==> src/rtl/ct_pkg.sv <==
package ct_pkg;

    typedef enum logic [1:0] {
        SHAPE_PULSE   = 2'd0,
        SHAPE_ONESHOT = 2'd1,
        SHAPE_SQUARE  = 2'd2,
        SHAPE_RSVD    = 2'd3
    } shape_e;

    typedef enum logic [1:0] {
        LNK_NONE = 2'd0,
        LNK_GATE = 2'd1,
        LNK_TRIG = 2'd2,
        LNK_CLK  = 2'd3
    } link_e;

    typedef struct packed {
        logic   cont;
        logic   ext_out;
        logic   ext_cnt;
        logic   ext_trg;
        logic   ext_gat;
        logic   retrig;
        shape_e shape;
    } mode_t;

    localparam int NUM_CTR = 2;
    localparam int ADR_CFG = 0;

    function automatic int adr_mode(input int i);
        return 1 + i;
    endfunction

    function automatic int adr_ctl(input int i);
        return 3 + i;
    endfunction

    function automatic int adr_tc_hi(input int i);
        return 5 + 2 * i;
    endfunction

    function automatic int adr_tc_lo(input int i);
        return 6 + 2 * i;
    endfunction

    function automatic int adr_cc_hi(input int i);
        return 9 + 2 * i;
    endfunction

    function automatic int adr_cc_lo(input int i);
        return 10 + 2 * i;
    endfunction

    function automatic logic [7:0] status_byte(input logic ip, input logic rcc,
                                               input logic gcb, input logic cip);
        return {2'b00, ip, 1'b0, rcc, gcb, 1'b0, cip};
    endfunction

endpackage

==> src/rtl/ct_edge.sv <==
module ct_edge #(
    parameter int W = 1
) (
    input  logic         clk,
    input  logic         rst,
    input  logic [W-1:0] din,
    output logic [W-1:0] rise
);
    logic [W-1:0] prev_q;

    always_ff @(posedge clk) begin
        if (rst) prev_q <= '0;
        else     prev_q <= din;
    end

    assign rise = din & ~prev_q;
endmodule

==> src/rtl/ct_core.sv <==
module ct_core
    import ct_pkg::*;
#(
    parameter int CW = 16
) (
    input  logic          clk,
    input  logic          rst,
    input  logic          en,
    input  mode_t         mode,
    input  logic [CW-1:0] reload,
    input  logic          tick,
    input  logic          trig,
    input  logic          gate,
    input  logic          rcc_set,
    input  logic          rcc_clr,
    input  logic          ip_clr,
    output logic [CW-1:0] count,
    output logic [CW-1:0] view,
    output logic          rcc,
    output logic          cip,
    output logic          ip,
    output logic          wave
);
    logic [CW-1:0] count_d;
    logic [CW-1:0] latch_q;
    logic          fire;
    logic          step;
    logic          term;

    assign fire = en & trig & (~cip | mode.retrig);
    assign step = en & cip & gate & tick & ~fire;
    assign term = step & (count == CW'(1));

    always_comb begin
        count_d = count;
        if (fire)
            count_d = reload;
        else if (term)
            count_d = mode.cont ? reload : '0;
        else if (step)
            count_d = count - CW'(1);
    end

    always_ff @(posedge clk) begin
        if (rst) begin
            count   <= '0;
            cip     <= 1'b0;
            ip      <= 1'b0;
            wave    <= 1'b0;
            rcc     <= 1'b0;
            latch_q <= '0;
        end else begin
            count <= count_d;

            if (fire)                 cip <= 1'b1;
            else if (term && !mode.cont) cip <= 1'b0;

            if (term)        ip <= 1'b1;
            else if (ip_clr) ip <= 1'b0;

            unique case (mode.shape)
                SHAPE_PULSE:   wave <= term;
                SHAPE_ONESHOT: begin
                    if (fire)      wave <= 1'b1;
                    else if (term) wave <= 1'b0;
                end
                SHAPE_SQUARE: begin
                    if (fire)      wave <= 1'b0;
                    else if (term) wave <= ~wave;
                end
                default:       wave <= 1'b0;
            endcase

            if (rcc_clr) begin
                rcc <= 1'b0;
            end else if (rcc_set && !rcc) begin
                rcc     <= 1'b1;
                latch_q <= count_d;
            end
        end
    end

    assign view = rcc ? latch_q : count;
endmodule

==> src/rtl/dual_ctr_timer.sv <==
module dual_ctr_timer
    import ct_pkg::*;
#(
    parameter int DATA_W = 8,
    parameter int ADDR_W = 4
) (
    input  logic              clk,
    input  logic              rst,
    input  logic              bus_wr,
    input  logic              bus_rd,
    input  logic [ADDR_W-1:0] bus_addr,
    input  logic [DATA_W-1:0] bus_wdata,
    output logic [DATA_W-1:0] bus_rdata,
    input  logic [1:0]        ext_count,
    input  logic [1:0]        ext_trig,
    input  logic [1:0]        ext_gate,
    output logic [1:0]        tmr_out,
    output logic [1:0]        tmr_irq
);
    localparam int CW = 2 * DATA_W;

    logic [1:0]                   en_q;
    link_e                        link_q;
    mode_t [NUM_CTR-1:0]          mode_q;
    logic  [NUM_CTR-1:0][CW-1:0]  tc_q;
    logic  [NUM_CTR-1:0]          gcb_q;

    logic  [NUM_CTR-1:0][CW-1:0]  cnt_live;
    logic  [NUM_CTR-1:0][CW-1:0]  cnt_view;
    logic  [NUM_CTR-1:0]          cip, rcc, ipv, wave;
    logic  [NUM_CTR-1:0]          tick_v, trig_v, gate_v;
    logic  [NUM_CTR-1:0]          sw_trig, rcc_set, rcc_clr, ip_clr;
    logic  [NUM_CTR-1:0]          cont_v;

    logic [4:0] edge_in, edge_rise;
    logic [1:0] cnt_rise, trg_rise;
    logic       a_rise;

    logic [DATA_W-1:0] rd_mux;

    assign edge_in  = {wave[0], ext_trig, ext_count};
    assign cnt_rise = edge_rise[1:0];
    assign trg_rise = edge_rise[3:2];
    assign a_rise   = edge_rise[4];

    ct_edge #(.W(5)) u_edge (
        .clk  (clk),
        .rst  (rst),
        .din  (edge_in),
        .rise (edge_rise)
    );

    // register writes
    always_ff @(posedge clk) begin
        if (rst) begin
            en_q   <= '0;
            link_q <= LNK_NONE;
            mode_q <= '0;
            tc_q   <= '0;
            gcb_q  <= '0;
        end else if (bus_wr) begin
            if (bus_addr == ADDR_W'(ADR_CFG)) begin
                link_q <= link_e'(bus_wdata[1:0]);
                en_q   <= bus_wdata[3:2];
            end
            for (int i = 0; i < NUM_CTR; i++) begin
                if (bus_addr == ADDR_W'(adr_mode(i)))
                    mode_q[i] <= mode_t'(bus_wdata[7:0]);
                if (bus_addr == ADDR_W'(adr_ctl(i)))
                    gcb_q[i] <= bus_wdata[2];
                if (bus_addr == ADDR_W'(adr_tc_hi(i)))
                    tc_q[i][CW-1:DATA_W] <= bus_wdata;
                if (bus_addr == ADDR_W'(adr_tc_lo(i)))
                    tc_q[i][DATA_W-1:0] <= bus_wdata;
            end
        end
    end

    for (genvar g = 0; g < NUM_CTR; g++) begin : g_ctr
        logic base_tick, base_gate, base_trig;
        logic ctl_wr;

        assign ctl_wr     = bus_wr & (bus_addr == ADDR_W'(adr_ctl(g)));
        assign sw_trig[g] = ctl_wr & bus_wdata[1];
        assign rcc_set[g] = ctl_wr & bus_wdata[3];
        assign ip_clr[g]  = ctl_wr & bus_wdata[5];
        assign rcc_clr[g] = bus_rd & (bus_addr == ADDR_W'(adr_cc_lo(g)));
        assign cont_v[g]  = mode_q[g].cont;

        assign base_tick = mode_q[g].ext_cnt ? cnt_rise[g] : 1'b1;
        assign base_gate = gcb_q[g] & (mode_q[g].ext_gat ? ext_gate[g] : 1'b1);
        assign base_trig = sw_trig[g] | (mode_q[g].ext_trg & trg_rise[g]);

        if (g == 1) begin : g_linked
            assign tick_v[g] = (link_q == LNK_CLK) ? a_rise : base_tick;
            assign gate_v[g] = base_gate & ((link_q == LNK_GATE) ? wave[0] : 1'b1);
            assign trig_v[g] = base_trig | ((link_q == LNK_TRIG) & a_rise);
        end else begin : g_free
            assign tick_v[g] = base_tick;
            assign gate_v[g] = base_gate;
            assign trig_v[g] = base_trig;
        end

        ct_core #(.CW(CW)) u_core (
            .clk     (clk),
            .rst     (rst),
            .en      (en_q[g]),
            .mode    (mode_q[g]),
            .reload  (tc_q[g]),
            .tick    (tick_v[g]),
            .trig    (trig_v[g]),
            .gate    (gate_v[g]),
            .rcc_set (rcc_set[g]),
            .rcc_clr (rcc_clr[g]),
            .ip_clr  (ip_clr[g]),
            .count   (cnt_live[g]),
            .view    (cnt_view[g]),
            .rcc     (rcc[g]),
            .cip     (cip[g]),
            .ip      (ipv[g]),
            .wave    (wave[g])
        );

        assign tmr_out[g] = mode_q[g].ext_out & wave[g];
        assign tmr_irq[g] = ipv[g];
    end

    // read path
    always_comb begin
        rd_mux = '0;
        if (bus_addr == ADDR_W'(ADR_CFG))
            rd_mux = DATA_W'({en_q, link_q});
        for (int i = 0; i < NUM_CTR; i++) begin
            if (bus_addr == ADDR_W'(adr_mode(i)))  rd_mux = DATA_W'(mode_q[i]);
            if (bus_addr == ADDR_W'(adr_ctl(i)))
                rd_mux = DATA_W'(status_byte(ipv[i], rcc[i], gcb_q[i], cip[i]));
            if (bus_addr == ADDR_W'(adr_tc_hi(i))) rd_mux = tc_q[i][CW-1:DATA_W];
            if (bus_addr == ADDR_W'(adr_tc_lo(i))) rd_mux = tc_q[i][DATA_W-1:0];
            if (bus_addr == ADDR_W'(adr_cc_hi(i))) rd_mux = cnt_view[i][CW-1:DATA_W];
            if (bus_addr == ADDR_W'(adr_cc_lo(i))) rd_mux = cnt_view[i][DATA_W-1:0];
        end
    end

    always_ff @(posedge clk) begin
        if (rst)         bus_rdata <= '0;
        else if (bus_rd) bus_rdata <= rd_mux;
    end
endmodule

==> config.mk <==
export PLATFORM = sky130hd
export DESIGN_NAME = dual_ctr_timer
export DESIGN_NICKNAME = d
export VERILOG_FILES = /design/src/rtl/ct_pkg.sv /design/src/rtl/ct_edge.sv /design/src/rtl/ct_core.sv /design/src/rtl/dual_ctr_timer.sv
export SDC_FILE = /design/constraint.sdc
export NUM_CORES = 1
export LEC_CHECK = 0
export BUFFER_PORTS_ARGS = -buffer_cell sky130_fd_sc_hd__clkbuf_2
export CAP_MARGIN = 20
export CELL_PAD_IN_SITES_DETAIL_PLACEMENT = 1
export CELL_PAD_IN_SITES_GLOBAL_PLACEMENT = 2
export CORE_ASPECT_RATIO = 0.9
export CORE_MARGIN = 2
export CORE_UTILIZATION = 38
export DETAILED_ROUTE_END_ITERATION = 10
export HOLD_SLACK_MARGIN = 0.03
export PLACE_DENSITY = 0.79
export SLEW_MARGIN = 15
export SYNTH_ARGS = -nofsm -noshare
export SYNTH_HDL_FRONTEND = slang
export SYNTH_HIERARCHICAL = 1
export SYNTH_SLANG_ARGS = --single-unit
==> constraint.sdc <==
create_clock -name clk -period 3.9 [get_ports clk]
set_input_delay 0.78 -clock clk [delete_from_list [all_inputs] [get_ports clk]]
set_output_delay 0.78 -clock clk [all_outputs]
set_load 0.02 [all_outputs]
# Word-level counts from Yosys, hierarchy flattened
# Index checks and enable logic that the tools add are counted.
[word_totals] register_bits=139 inputBits=22 output_inout_bits=12
[op_classes] n_addsub=2 n_eq_ne=25 mux=47 bitwise=47 n_reduce_logical=30
[ops] op="two-way mux 16 bit" n=10
[ops] op="two-way mux 8 bit" n=12
[ops] op="AND 1 bit" n=32
[ops] op="equality test 16 x 1 -> 1 bit, second input constant" n=2
[ops] op="subtractor 16 x 1 -> 16 bit, second input constant" n=2
[ops] op="AND reduction 2 bit" n=13
[ops] op="two-way mux 1 bit" n=22
[ops] op="equality test 4 bit, second input constant" n=5
[ops] op="equality test 4 x 3 -> 1 bit, second input constant" n=4
[ops] op="inequality test 3 x 1 -> 1 bit, second input constant" n=4
[ops] op="equality test 2 bit, second input constant" n=4
[ops] op="equality test 4 x 2 -> 1 bit, second input constant" n=2
[ops] op="NOT 1 bit" n=8
[ops] op="nonzero test 2 bit" n=4
[ops] op="equality test 2 x 1 -> 1 bit, second input constant" n=3
[ops] op="one-hot mux 1 bit (3 select lines)" n=2
[ops] op="AND 5 bit" n=1
[ops] op="NOT 5 bit" n=1
[ops] op="bitwise OR 1 bit" n=5
[ops] op="equality test 4 x 1 -> 1 bit, second input constant" n=1
[ops] op="logical AND 1 bit" n=4
[ops] op="logical NOT 1 bit" n=4
[ops] op="logical NOT 2 bit" n=2
[ops] op="logical NOT 4 bit" n=1
[ops] op="other kinds (2)" n=3

# Logic depth before layout (Yosys ltp)
# Gate-level depths: netlist (run 1).
[depth] ltp_word=14 mapped_depth=12 ltp_nobuf=9

# By module
# The synthesis (run 1) kept the hierarchy.
[modules_own_cells] mod="dual_ctr_timer" n_inst=1 cells_per_inst=501 area_each_um2=3746.1 seq_area_each_um2=1241.2
[modules_own_cells] mod="ct_core (g_ctr[0].u_core)" n_inst=1 cells_per_inst=238 area_each_um2=2167.1 seq_area_each_um2=720.7
[modules_own_cells] mod="ct_core (g_ctr[1].u_core)" n_inst=1 cells_per_inst=223 area_each_um2=1984.4 seq_area_each_um2=720.7
[modules_own_cells] mod="ct_edge" n_inst=1 cells_per_inst=15 area_each_um2=162.7 seq_area_each_um2=100.1

# Least setup slack after synthesis (run 1)
# No wires, ideal clock.
[synth_path] kind="input port to flip-flop" startpoint="input port bus_addr[1]" endpoint="register g_ctr[0].u_core.latch_q[13]" setup_ns=0.153 t_arrival_ns=2.997 required_time_ns=3.747 setup_slack_ns=0.750 stages=10 cell_sequence="buf_2 -> and2_0 -> buf_2 -> and2_1 -> a22o_1 -> a211oi_1 -> nand2_1 -> o31a_1 -> o21ai_0 -> a311oi_2"
[synth_via] elab_chain_cells=11 elab_cells_between_ends=18 cone_classes="2 x eq/ne; 3 x mux; 11 x bitwise; 2 x reduce/logical"
[synth_rtl] item="start, declared" line="dual_ctr_timer.sv:11" rtl="input logic [ADDR_W-1:0] bus_addr,"
[synth_rtl] item="equality test 4 x 2 -> 1 bit *" line="dual_ctr_timer.sv:83" rtl="assign ctl_wr = bus_wr & (bus_addr == ADDR_W'(adr_ctl(g)));"
[synth_rtl] item="AND 1 bit *" line="dual_ctr_timer.sv:83"
[synth_rtl] item="AND 1 bit *" line="dual_ctr_timer.sv:84" rtl="assign sw_trig[g] = ctl_wr & bus_wdata[1];"
[synth_rtl] item="bitwise OR 1 bit *" line="dual_ctr_timer.sv:92" rtl="assign base_trig = sw_trig[g] | (mode_q[g].ext_trg & trg_rise[g]);"
[synth_rtl] item="net g_ctr[0].base_trig" line="dual_ctr_timer.sv:80" rtl="logic base_tick, base_gate, base_trig;"
[synth_rtl] item="AND 1 bit * (2 in series)" line="ct_core.sv:30" rtl="assign fire = en & trig & (~cip | mode.retrig);"
[synth_rtl] item="NOT 1 bit" line="ct_core.sv:31" rtl="assign step = en & cip & gate & tick & ~fire;"
[synth_rtl] item="AND 1 bit" line="ct_core.sv:31"
[synth_rtl] item="two-way mux 16 bit or AND 1 bit (tied branches)" line="ct_core.sv:40, ct_core.sv:32"
[synth_rtl] item="two-way mux 16 bit" line="ct_core.sv:38" rtl="else if (term)"
[synth_rtl] item="two-way mux 16 bit *" line="ct_core.sv:36" rtl="if (fire)"
[synth_rtl] item="end signal, assigned" line="ct_core.sv:78" rtl="latch_q <= count_d;"
[synth_rtl] item="end, declared" line="ct_core.sv:25" rtl="logic [CW-1:0] latch_q;"
# Mark *: on every way through the listed nets, which the timed path passes. The rest lies on a longest branch.
# A chain may end at the register's enable or synchronous reset.

# Final worst setup path (run 1)
[layout_path] startpoint="input port bus_addr[2]" endpoint="register g_ctr[1].u_core.latch_q[12]"
[layout_via] elab_chain_cells=12 elab_cells_between_ends=19 cone_classes="2 x eq/ne; 3 x mux; 12 x bitwise; 2 x reduce/logical"
[layout_rtl] item="equality test 4 x 3 -> 1 bit *" line="dual_ctr_timer.sv:83"
[layout_rtl] item="AND 1 bit *" line="dual_ctr_timer.sv:83"
[layout_rtl] item="AND 1 bit *" line="dual_ctr_timer.sv:84"
[layout_rtl] item="bitwise OR 1 bit *" line="dual_ctr_timer.sv:92"
[layout_rtl] item="bitwise OR 1 bit *" line="dual_ctr_timer.sv:97" rtl="assign trig_v[g] = base_trig | ((link_q == LNK_TRIG) & a_rise);"
[layout_rtl] item="net trig_v[1]" line="dual_ctr_timer.sv:31" rtl="logic [NUM_CTR-1:0] tick_v, trig_v, gate_v;"
[layout_rtl] item="AND 1 bit * (2 in series)" line="ct_core.sv:30"
[layout_rtl] item="NOT 1 bit" line="ct_core.sv:31"
[layout_rtl] item="AND 1 bit" line="ct_core.sv:31"
[layout_rtl] item="two-way mux 16 bit or AND 1 bit (tied branches)" line="ct_core.sv:40, ct_core.sv:32"
[layout_rtl] item="two-way mux 16 bit" line="ct_core.sv:38"
[layout_rtl] item="two-way mux 16 bit *" line="ct_core.sv:36"
[layout_rtl] item="end signal, assigned" line="ct_core.sv:78"
[layout_rtl] item="end, declared" line="ct_core.sv:25"
# Marked as above.

==> reports/results.txt, run 1 <==
status -> completed
hold worst-path end -> mode_q[14]
largest net degree at the start of global routing -> 69
Synth area leaders -> dfxtp_1 (35%), a21oi_1 (4.8%), nor2_1 (4.5%)
Cell variety after synth -> 87
synth cell count leaders -> dfxtp_1 (139), nor2_1 (96), a21oi_1 (77), nand2_1 (77), o21ai_0 (62)
most frequent cell after synthesis -> dfxtp_1
Combinational Power Share -> 0.077
num rows -> 50
Slew headroom -> 0.301
arrival time worst endpoint -> 3730 ps
met1 usage -> 0.411
CTS resizes -> 0
worst reg-to-reg path cell count -> 8
Net Sw Frac -> 0.257
Mean Syn Cell Area -> 8.25 sq um
worst reg2reg setup slack -> 820 ps
die area -> 0.0224 sq mm
# diodes -> 0
hold depth -> 2
Psw -> 0.000888 W
GRT Max-Usage Layer -> met1
power density over cell area -> 382 mW/mm^2
post-synthesis cell area -> 0.00806 sq mm
via count -> 7,687
post-synth top area cell -> dfxtp_1
RSZ-0062 raised after global routing -> no
fin util -> 0.434
Worst Skew -> 13.3 ps
max-cap violations -> 0
vias per cell -> 6.01
fin crit share -> 0.871
Synth Register Bits -> 139
first drt pass iteration count -> 6
Post-CTS Hold Fix Bufs -> 0
total global routing track utilization -> 0.268
final setup TNS -> 0 ps
Mapped Nets -> 1,003
vias in the first global route -> 7,412
Post-synth ARST share -> 0
RD Place Congestion -> 0.855
final setup violation count -> 0
core area -> 0.0208 sq mm
first-pass GRT wire length -> 45,200 um
Initial Util -> 0.387
Routed WL -> 29,100 um
I/O pin total -> 34
Post-CTS Setup Repair Bufs -> 0
Worst-path clk slew -> 60 ps
clock sink count -> 139
initial antenna violation count -> 0
layout cells sized above 1 -> 0.177
Startpoint Class -> primary input
Leakage -> 3.25 nW
Routed wire per std cell -> 22.7 um
fin crit period -> 3400 ps
ys flop type -> dfxtp_1
clock share of power -> 0.502
Crit Path Class -> in -> reg
Die Width -> 158 um
EDFF count, synth -> 0
IO Port Bufs -> 33
CP Max Fanout -> 15
CP endpoint kind -> flop
Critical Path RT -> 4230 ps
Antenna Nets Post-Route -> 0
CTS tree -> built
CTS buffer count -> 17
fin nets -> 1,007
Bufs on Longest Clock Path -> 2
met3 usage -> 0.0542
fmax -> 0.294 GHz
Reg2Reg Capture Point -> g_ctr[1].u_core/latch_q[10]
final slew viol count -> 0
Worst Hold Class -> reg -> reg
endpoints failing hold -> 0
DP HPWL -> 21,000 um
DRT iter0 DRCs -> 589
sequential share of power -> 0.421
H-tree depth -> 4
Cells after Synth -> 977
Worst R2R Start -> g_ctr[0].u_core/wave
Worst Tran Pin Value -> 1040 ps
drt drc -> 0
met2 Use GR -> 0.385
Synth warnings -> 6
Synth top area share -> 0.345
min-delay src -> mode_q[14]
cell internal pwr -> 0.00256 W
Overflow after GRT -> 0
synth-to-layout area growth -> 12.1%
Seq/Total Area, Yosys -> 0.345
root buf cell -> clkbuf_16
Die Ht -> 142 um
worst skew pair latency -> 430 ps
Max IR drop VDD -> 0.284 mV
## critical path: stages
cell      delay, ps
clkbuf_2        130
nor2b_1         260
nand2_4          70
nor2_1          420
a221o_1         380
nand2_1         210
nand4b_4        200
o31a_1          660
o21ai_0         270
a311oi_1        340
## layout by cell type (no fill, tap or decap), types with 8 or more instances in the layout
cell / Yosys / final
inv_1: 19 / 19
nor2b_1: 24 / 24
nand4_1: 9 / 9
o2bb2ai_1: 10 / 10
a311oi_1: 8 / 8
nor4_1: 15 / 15
nor3_1: 23 / 23
nand2_1: 77 / 77
xnor2_1: 9 / 9
xor2_1: 9 / 9
clkbuf_2: 1 / 32
mux2_2: 29 / 29
nand2_2: 8 / 8
a22oi_1: 16 / 16
dfxtp_1: 139 / 139
and2_1: 13 / 13
clkbuf_16: 0 / 17
nand3_1: 32 / 32
nor2_1: 96 / 96
a21oi_1: 77 / 77
a31oi_1: 8 / 8
mux2i_1: 14 / 14
buf_4: 5 / 28
a211oi_1: 27 / 27
nand2b_1: 17 / 17
o22ai_1: 10 / 10
o21a_1: 8 / 8
o21ai_0: 62 / 62
## area by class of cell
type | count | area (sq um)
fillers | 2461 | 11800
multi-input cells | 742 | 4810
flip-flops and latches | 139 | 2780
clock buffers | 19 | 453
repair buffers | 61 | 390
well taps | 286 | 358
clock inverters | 13 | 164
inverters | 20 | 75.1
## kinds of logic (layout without fill, tap and decap cells)
| family | Yosys count | count (layout) | share of synthesized area |
|---|---|---|---|
| AOI/OAI and AO/OA | 308 | 308 | 0.269 |
| xor gates and xnor gates | 18 | 18 | 0.0196 |
| DFF | 139 | 139 | 0.345 |
| muxes | 43 | 43 | 0.0579 |
| adders and majority gates | 4 | 4 | 0.00621 |
| and+or+nand+nor | 369 | 369 | 0.244 |
| buffers and inverters | 96 | 113 | 0.0588 |
## layer usage
layer	part of all wire	wire length [um]
met2	0.42	12300
met5	0	0
met1	0.50	14600
met3	0.067	1940
met4	0.011	331
## worst max path at each step
stage	from	to	slack, ps	cells past startpoint
CTS	bus_addr[2]	g_ctr[1].u_core/latch_q[12]	620	10
finish	bus_addr[2]	g_ctr[1].u_core/latch_q[12]	500	10
detailed placement	bus_addr[2]	g_ctr[1].u_core/latch_q[12]	160	10
floorplan	bus_addr[1]	g_ctr[0].u_core/latch_q[13]	750	10
global placement	bus_addr[2]	g_ctr[1].u_core/latch_q[0]	290	10
global route	bus_addr[2]	g_ctr[1].u_core/latch_q[12]	300	10
## registers in the layout (all words and copies together) (netlist names), 5 cells and up
signal and count:
tc_q 32, u_edge/prev_q 5, g_ctr.u_core/count 32, bus_rdata 8, mode_q 14, g_ctr.u_core/latch_q 32
## per-stage QoR
stage / total power, W / cells / hold WS, ps / setup slack [ps] / instance area [sq um]
floorplan: 0.00165 / 977 / 443 / 750 / 8060
global placement: 0.00174 / 1248 / 478 / 295 / 8420
detailed placement: 0.00174 / 1248 / 480 / 156 / 8420
CTS: 0.00347 / 1280 / 497 / 619 / 9040
global route: 0.00356 / 1280 / 522 / 295 / 9040
finish: 0.00345 / 1280 / 492 / 502 / 9040
## power by group through the flow
stage / clock, W / sequential (W) / combinational (W)
after global placement: 0 / 0.00149 / 0.000258
after CTS: 0.00175 / 0.00145 / 0.000261
final: 0.00173 / 0.00145 / 0.000265
after floorplan: 0 / 0.00148 / 0.000166
after global routing: 0.00182 / 0.00145 / 0.000285
after detailed placement: 0 / 0.00149 / 0.000259
No activity file was read; power rests on OpenSTA's default activity.
==> run 2: changes to the inputs <==
--- a/config.mk
+++ b/config.mk
@@ -18,5 +18,4 @@
 export SLEW_MARGIN = 15
 export SYNTH_ARGS = -nofsm -noshare
 export SYNTH_HDL_FRONTEND = slang
-export SYNTH_HIERARCHICAL = 1
 export SYNTH_SLANG_ARGS = --single-unit
==> run 2 against run 1 <==
Combinational power shrank 11%. Area after synthesis shrank 6.5%. Die area shrank 6.3%. Non-clock buffer count shrank 5. Global-route usage increased by 1.3 points. Sequential power about the same. Critical path type unchanged.
==> reports/results.txt, run 2 <==
vias per cell -> 6.18 (+3.0%)
Slew headroom -> 0.378 (+0.0765)
total global routing track utilization -> 0.281 (+0.0126)
fin crit share -> 0.758 (-0.113)
Die Width -> 152 um (-3.2%)
Worst Path Buf+Inv -> 1 (unchanged)
Post-synth ARST share -> 0 (unchanged)
crit-path cells -> clkbuf_2 -> nand2b_1 -> nor4b_2 -> o311ai_4 -> o21ai_4 -> a221oi_1 -> a211oi_1
Fill cells -> 2,350 (-4.5%)
min-delay src -> g_ctr[0].u_core.latch_q[9]
Worst-path clk slew -> 70 ps (about the same)
worst skew pair latency -> 440 ps (about the same)
final setup TNS -> 0 ps (unchanged)
Die Ht -> 138 um (-3.2%)
worst reg-to-reg path cell count -> 6 (-2)
Post-CTS Setup Repair Bufs -> 0 (unchanged)
CP Max Fanout -> 18 (+3)
vias in the first global route -> 7,247 (-2.2%)
fin crit period -> 2960 ps (-441 ps)
clock sink count -> 139 (unchanged)
num rows -> 48 (-4.0%)
Max IR drop VDD -> 0.266 mV (-6.3%)
most frequent cells in the layout -> dfxtp_1 (139), nor2_1 (118), nand2_1 (78)
layout cells sized above 1 -> 0.126 (-0.0511)
synth-to-layout area growth -> 12.2% (about the same)
Bufs on Longest Clock Path -> 2 (unchanged)
Reg2Reg Capture Point -> g_ctr[1].u_core.latch_q[10]
post-synthesis cell area -> 0.00754 sq mm (-6.5%)
arrival time worst endpoint -> 3270 ps (-460 ps)
first-pass GRT wire length -> 44,900 um (-0.60%)
Cells after Synth -> 918 (-6.0%)
IO Port Bufs -> 33 (unchanged)
drt drc -> 0 (unchanged)
Routed wire per std cell -> 24.4 um (+7.3%)
fin nets -> 950 (-5.7%)
RD Place Congestion -> 0.936 (+9.5%)
Synth area leaders -> dfxtp_1 (37%), mux2i_1 (8.1%), nor2_1 (5.9%)
Worst Hold Class -> reg -> reg
power density over cell area -> 386 mW/mm^2 (+0.98%)
most frequent cell after synthesis -> dfxtp_1
Mean Syn Cell Area -> 8.21 sq um (-0.50%)
final setup violation count -> 0 (unchanged)
worst reg2reg setup slack -> 1100 ps (+280 ps)
Worst Skew -> 11.9 ps (-1.33 ps)
Hold Slack -> 493 ps (+1.67 ps)
final slew viol count -> 0 (unchanged)
Cell variety after synth -> 82 (-5.7%)
Mapped Nets -> 944 (-5.9%)
Overflow after GRT -> 0 (unchanged)
Top delay family on crit path -> compound AO/OA/AOI/OAI gates
area of the multi-input gates -> 0.00440 sq mm (-8.5%)
Tot Pwr -> 0.00326 W (-5.5%)
synth cell count leaders -> dfxtp_1 (139), nor2_1 (119), nand2_1 (78)
Routed WL -> 29,000 um (-0.50%)
Leakage -> 2.93 nW (-9.7%)
EDFF count, synth -> 0 (unchanged)
CTS tree -> built
Post-CTS Hold Fix Bufs -> 0 (unchanged)
# diodes -> 0 (unchanged)
Synth Register Bits -> 139 (unchanged)
CTS buffer count -> 17 (unchanged)
Crit Path Class -> in -> reg
ys flop type -> dfxtp_1
endpoints failing hold -> 0 (unchanged)
Synth warnings -> 0 (-6)
post-synth top area cell -> dfxtp_1
status -> completed
CP endpoint kind -> flop
DRT iter0 DRCs -> 731 (+24%)
Initial Util -> 0.390 (+0.00278)
H-tree depth -> 4 (unchanged)
Synth top area share -> 0.369 (+0.0240)
critical path's largest stage delay -> 850 ps (+190 ps)
Seq/Total Area, Yosys -> 0.369 (+0.0240)
fmax -> 0.338 GHz (+15%)
via count -> 7,339 (-4.5%)
Antenna Nets Post-Route -> 0 (unchanged)
I/O pin total -> 34 (unchanged)
Startpoint Class -> primary input
hold worst-path end -> g_ctr[0].u_core.latch_q[9]
Worst R2R Start -> g_ctr[0].u_core.wave
Critical Path RT -> 4210 ps (-20 ps)
root buf cell -> clkbuf_16
core area -> 0.0193 sq mm (-7.2%)
Worst path slowest cell -> o311ai_4
largest net degree at the start of global routing -> 81 (+17%)
Reg area -> 0.00278 sq mm (unchanged)
hold depth -> 2 (unchanged)
initial antenna violation count -> 0 (unchanged)
biggest regs -> g_ctr.u_core.count: 32 flops, g_ctr.u_core.latch_q: 32 flops, tc_q: 32 flops
die area -> 0.0210 sq mm (-6.3%)
Worst Tran Pin Value -> 931 ps (-113 ps)
CTS resizes -> 0 (unchanged)
first drt pass iteration count -> 5 (-1)
most common cell after layout, fill and taps aside -> dfxtp_1
DP HPWL -> 21,400 um (+2.0%)
RSZ-0062 raised after global routing -> no
max-cap violations -> 0 (unchanged)
run 2: changes by cell type after synthesis, moves of 11 or more:
cell	delta
nor2_1	+23
buf_2	-11
nor2b_1	-12
and2_1	-11
mux2_2	-21
nor4_1	-11
mux2i_1	+47
a22oi_1	+14
run 2: worst reg2reg max path, cell delays in order (launching register included):
cell and delay, ps:
dfxtp_1 520, inv_1 170, a221oi_2 710, nand3_2 320, o21ai_4 510, a22oi_1 220
a211oi_1 260
run 2: where the power goes:
group	total [W]	internal (W)	switching, W	leakage (nW)
Combinational	0.000235	0.0000715	0.000164	1.54
Sequential	0.00145	0.00144	0.0000181	1.12
Clock	0.00157	0.000839	0.000732	0.268
Total	0.00326	0.00235	0.000913	2.93
run 2: worst max path at each step:
stage                startpoint                          end  slack, ps  cells after the start
floorplan           bus_addr[1]  g_ctr[0].u_core.latch_q[13]       1330                      9
detailed placement       bus_wr   g_ctr[1].u_core.latch_q[2]        470                      7
global placement         bus_wr   g_ctr[1].u_core.latch_q[2]        580                      7
global route             bus_wr   g_ctr[1].u_core.latch_q[2]        730                      7
CTS                      bus_wr   g_ctr[1].u_core.latch_q[2]        960                      7
finish                   bus_wr   g_ctr[1].u_core.latch_q[2]        940                      7
run 2: per-layer routing:
metal  track usage  wire length, um  part of all wire
met1         0.424            14600              0.50
met2         0.413            12200              0.42
met3        0.0516             1820             0.063
met4        0.0633              389             0.013
met5             0                0                 0
run 2: logic make-up (layout without fill, tap and decap cells):
group                      after synthesis  in the layout  share of synthesized area
buffers and inverters                   82            101                     0.0468
and+or+nand+nor                        335            335                      0.224
AOI/OAI and AO/OA                      278            278                      0.247
xor gates and xnor gates                11             11                     0.0128
muxes                                   69             69                     0.0930
adders and majority gates                4              4                    0.00664
DFF                                    139            139                      0.369
run 2: through the flow:
step                utilization  cell area, sq um  instances  setup slack, ps
detailed placement        0.409              7900       1155              475
floorplan                     -              7540        918             1330
finish                    0.437              8460       1187              943
global placement          0.409              7900       1155              585
CTS                       0.437              8460       1187              960
global route              0.437              8460       1187              731
run 2: layout make-up:
type                       instances  share of cell area
timing repair buffer              56              0.0417
clock inverter                    14              0.0151
tap                              250              0.0370
clock buffer                      18              0.0507
sequential                       139               0.329
multi-input combinational        697               0.521
inverter                          13             0.00577
==> run 3: changes to the inputs <==
--- a/config.mk
+++ b/config.mk
@@ -5,16 +5,17 @@
 export SDC_FILE = /design/constraint.sdc
 export NUM_CORES = 1
 export LEC_CHECK = 0
+export ABC_AREA = 1
 export BUFFER_PORTS_ARGS = -buffer_cell sky130_fd_sc_hd__clkbuf_2
 export CAP_MARGIN = 20
 export CELL_PAD_IN_SITES_DETAIL_PLACEMENT = 1
 export CELL_PAD_IN_SITES_GLOBAL_PLACEMENT = 2
 export CORE_ASPECT_RATIO = 0.9
 export CORE_MARGIN = 2
-export CORE_UTILIZATION = 38
+export CORE_UTILIZATION = 31
 export DETAILED_ROUTE_END_ITERATION = 10
 export HOLD_SLACK_MARGIN = 0.03
-export PLACE_DENSITY = 0.79
+export PLACE_DENSITY = 0.75
 export SLEW_MARGIN = 15
 export SYNTH_ARGS = -nofsm -noshare
 export SYNTH_HDL_FRONTEND = slang
==> constraint.sdc (replaced) <==
create_clock -name clk -period 2.37 [get_ports clk]
set_input_delay 0.474 -clock clk [delete_from_list [all_inputs] [get_ports clk]]
set_output_delay 0.474 -clock clk [all_outputs]
set_load 0.02 [all_outputs]
==> run 3 against run 2 <==
Total power up 71%. Wire length up 5.9%. Setup slack worse by 710 ps. Cell count up 35%. First-iteration DRC count down 33%. Area after synthesis up 2.8%. Critical path type is now reg -> reg.
==> reports/results.txt, run 3 <==
adder-cell share of the synthesized area -> 0.00646 (-0.000181)
Mean Syn Cell Area -> 6.47 sq um (-21%)
num rows -> 54 (+13%)
Routed WL -> 30,700 um (+5.9%)
via count -> 8,172 (+11%)
Post-synth ARST share -> 0 (unchanged)
Non-Filler Instances -> 1,599 (+35%)
Worst Hold Class -> in -> reg
Cells after Synth -> 1,198 (+31%)
total global routing track utilization -> 0.243 (-0.0380)
Max IR drop VDD -> 0.369 mV (+39%)
worst skew pair latency -> 440 ps (about the same)
DRT iter0 DRCs -> 489 (-33%)
initial antenna violation count -> 0 (unchanged)
final setup violation count -> 0 (unchanged)
Cell variety after synth -> 43 (-48%)
fin nets -> 1,276 (+34%)
Die Width -> 171 um (+12%)
max-cap violations -> 0 (unchanged)
CP Max Fanout -> 8 (-10)
most frequent cell after synthesis -> nand2_1
status -> completed
H-tree depth -> 4 (unchanged)
Die Ht -> 154 um (+12%)
synth cell count leaders -> nand2_1 (302), dfxtp_1 (139), nor2_1 (136)
Synth top area share -> 0.359 (-0.0101)
CTS resizes -> 0 (unchanged)
Synth area leaders -> dfxtp_1 (36%), nand2_1 (15%), nand3_1 (7.4%)
Synth Register Bits -> 139 (unchanged)
fmax -> 0.468 GHz
Placement Setup Slack -> -15.7 ps (-490 ps)
Crit Path Class -> reg -> reg
Seq/Total Area, Yosys -> 0.359 (-0.0101)
most common cell after layout, fill and taps aside -> nand2_1
CP endpoint kind -> flop
power density over cell area -> 606 mW/mm^2 (+57%)
CTS buffer count -> 17 (unchanged)
arrival time worst endpoint -> 2480 ps (-790 ps)
Compound-Gate Fraction of Synth Area -> 0.175 (-0.0728)
fin crit share -> 0.902
RD Place Congestion -> 0.855 (-8.6%)
synth-to-layout area growth -> 18.5%
dpl cells -> 1,567 (+36%)
DP HPWL -> 23,100 um (+7.9%)
Tot Pwr -> 0.00556 W (+71%)
largest net degree at the start of global routing -> 86 (+6.2%)
Routed wire per std cell -> 19.2 um (-21%)
post-synth top area cell -> dfxtp_1
core area -> 0.0244 sq mm (+26%)
clock sink count -> 139 (unchanged)
layout cells sized above 1 -> 0.138 (+0.0118)
biggest regs -> g_ctr.u_core.count: 32 flops, g_ctr.u_core.latch_q: 32 flops, tc_q: 32 flops
Leakage -> 3.87 nW (+32%)
Synth warnings -> 0 (unchanged)
Hold Slack -> 247 ps (-247 ps)
Startpoint Class -> flop
Post-CTS Hold Fix Bufs -> 0 (unchanged)
ys flop type -> dfxtp_1
vias in the first global route -> 8,222 (+13%)
Bufs on Longest Clock Path -> 2 (unchanged)
multiplexer area fraction after synthesis -> 0 (-0.0930)
vias per cell -> 5.11 (-17%)
Antenna Nets Post-Route -> 0 (unchanged)
Slew headroom -> 0.582 (+0.204)
Reg area -> 0.00278 sq mm (unchanged)
Critical Path RT -> 2710 ps (-1500 ps)
# diodes -> 0 (unchanged)
Overflow after GRT -> 0 (unchanged)
PnR worst setup slack -> 232 ps (-712 ps)
root buf cell -> clkbuf_16
Fill cells -> 3,154 (+34%)
final slew viol count -> 0 (unchanged)
IO Port Bufs -> 33 (unchanged)
Post-CTS Setup Repair Bufs -> 0 (unchanged)
post-synthesis cell area -> 0.00775 sq mm (+2.8%)
I/O pin total -> 34 (unchanged)
first drt pass iteration count -> 5 (unchanged)
largest family of logic cells by synthesized area -> simple AND/OR/NAND/NOR gates
EDFF count, synth -> 0 (unchanged)
CTS tree -> built
final setup TNS -> 0 ps (unchanged)
Worst Skew -> 21.2 ps (+9.26 ps)
Worst-path clk slew -> 70 ps (about the same)
drt drc -> 0 (unchanged)
worst reg2reg setup slack -> 230 ps (-870 ps)
Initial Util -> 0.318 (-0.0721)
fin crit period -> 2140 ps
first-pass GRT wire length -> 48,400 um (+7.7%)
endpoints failing hold -> 0 (unchanged)
RSZ-0062 raised after global routing -> no
Worst Tran Pin Value -> 624 ps (-308 ps)
most frequent cells in the layout -> nand2_1 (302), dfxtp_1 (139), nor2_1 (136)
Synth Area in XOR/XNOR -> 0.0271 (+0.0143)
die area -> 0.0263 sq mm (+25%)
Mapped Nets -> 1,224 (+30%)
Synth Area in Simple Gates -> 0.344 (+0.119)
area of the multi-input gates -> 0.00428 sq mm (-2.8%)
[run 3: final timing paths]
| kind | end | from | cells after the start |
|---|---|---|---|
| worst max-delay path | g_ctr[0].u_core.latch_q[0] | g_ctr[0].u_core.count[2] | 10 |
| worst min-delay path | u_edge.prev_q[0] | ext_count[0] | 3 |
| worst max register to register | g_ctr[0].u_core.latch_q[0] | g_ctr[0].u_core.count[2] | 10 |
| worst min register to register | bus_rdata[0] | bus_rdata[0] | 2 |
[run 3: power breakdown]
part / internal (W) / switching [W]
sequential: 0.00237 / 0.0000272
combinational: 0.000102 / 0.000244
clock: 0.00159 / 0.00123
total: 0.00406 / 0.00150
[run 3: kinds of logic (layout without fill, tap and decap cells)]
logic type      after synthesis  count (layout)
simple gates                617             617
compound gates              243             243
buf+inv                     171             236
flops                       139             139
xor+xnor                     24              24
fa+ha+maj                     4               4
[run 3: layout make-up]
type | count | area share
clock buffer | 17 | 0.0463
clock inverter | 15 | 0.0192
inverter | 113 | 0.0465
multi-input combinational | 888 | 0.466
sequential | 139 | 0.303
tap | 336 | 0.0458
timing repair buffer | 91 | 0.0725
[run 3: routing by layer]
layer  GRT usage  share of wire
met1       0.368           0.53
met2       0.356           0.42
met3      0.0402          0.041
met4      0.0549          0.012
met5           0              0
[run 3: worst max-delay path, stage by stage (launching register included)]
cell and delay [ps]:
dfxtp_1 360, nor2_1 390, nand4_1 160, nor3_1 270, nand2_2 150, nand2_2 170
inv_2 130, o21ai_0 170, nand3_1 130, nand2_1 80, inv_1 40
[run 3: through the flow]
step,util,instance area (sq um)
floorplan,-,7750
global placement,0.351,8570
detailed placement,0.351,8570
CTS,0.376,9170
global route,0.376,9180
finish,0.376,9180
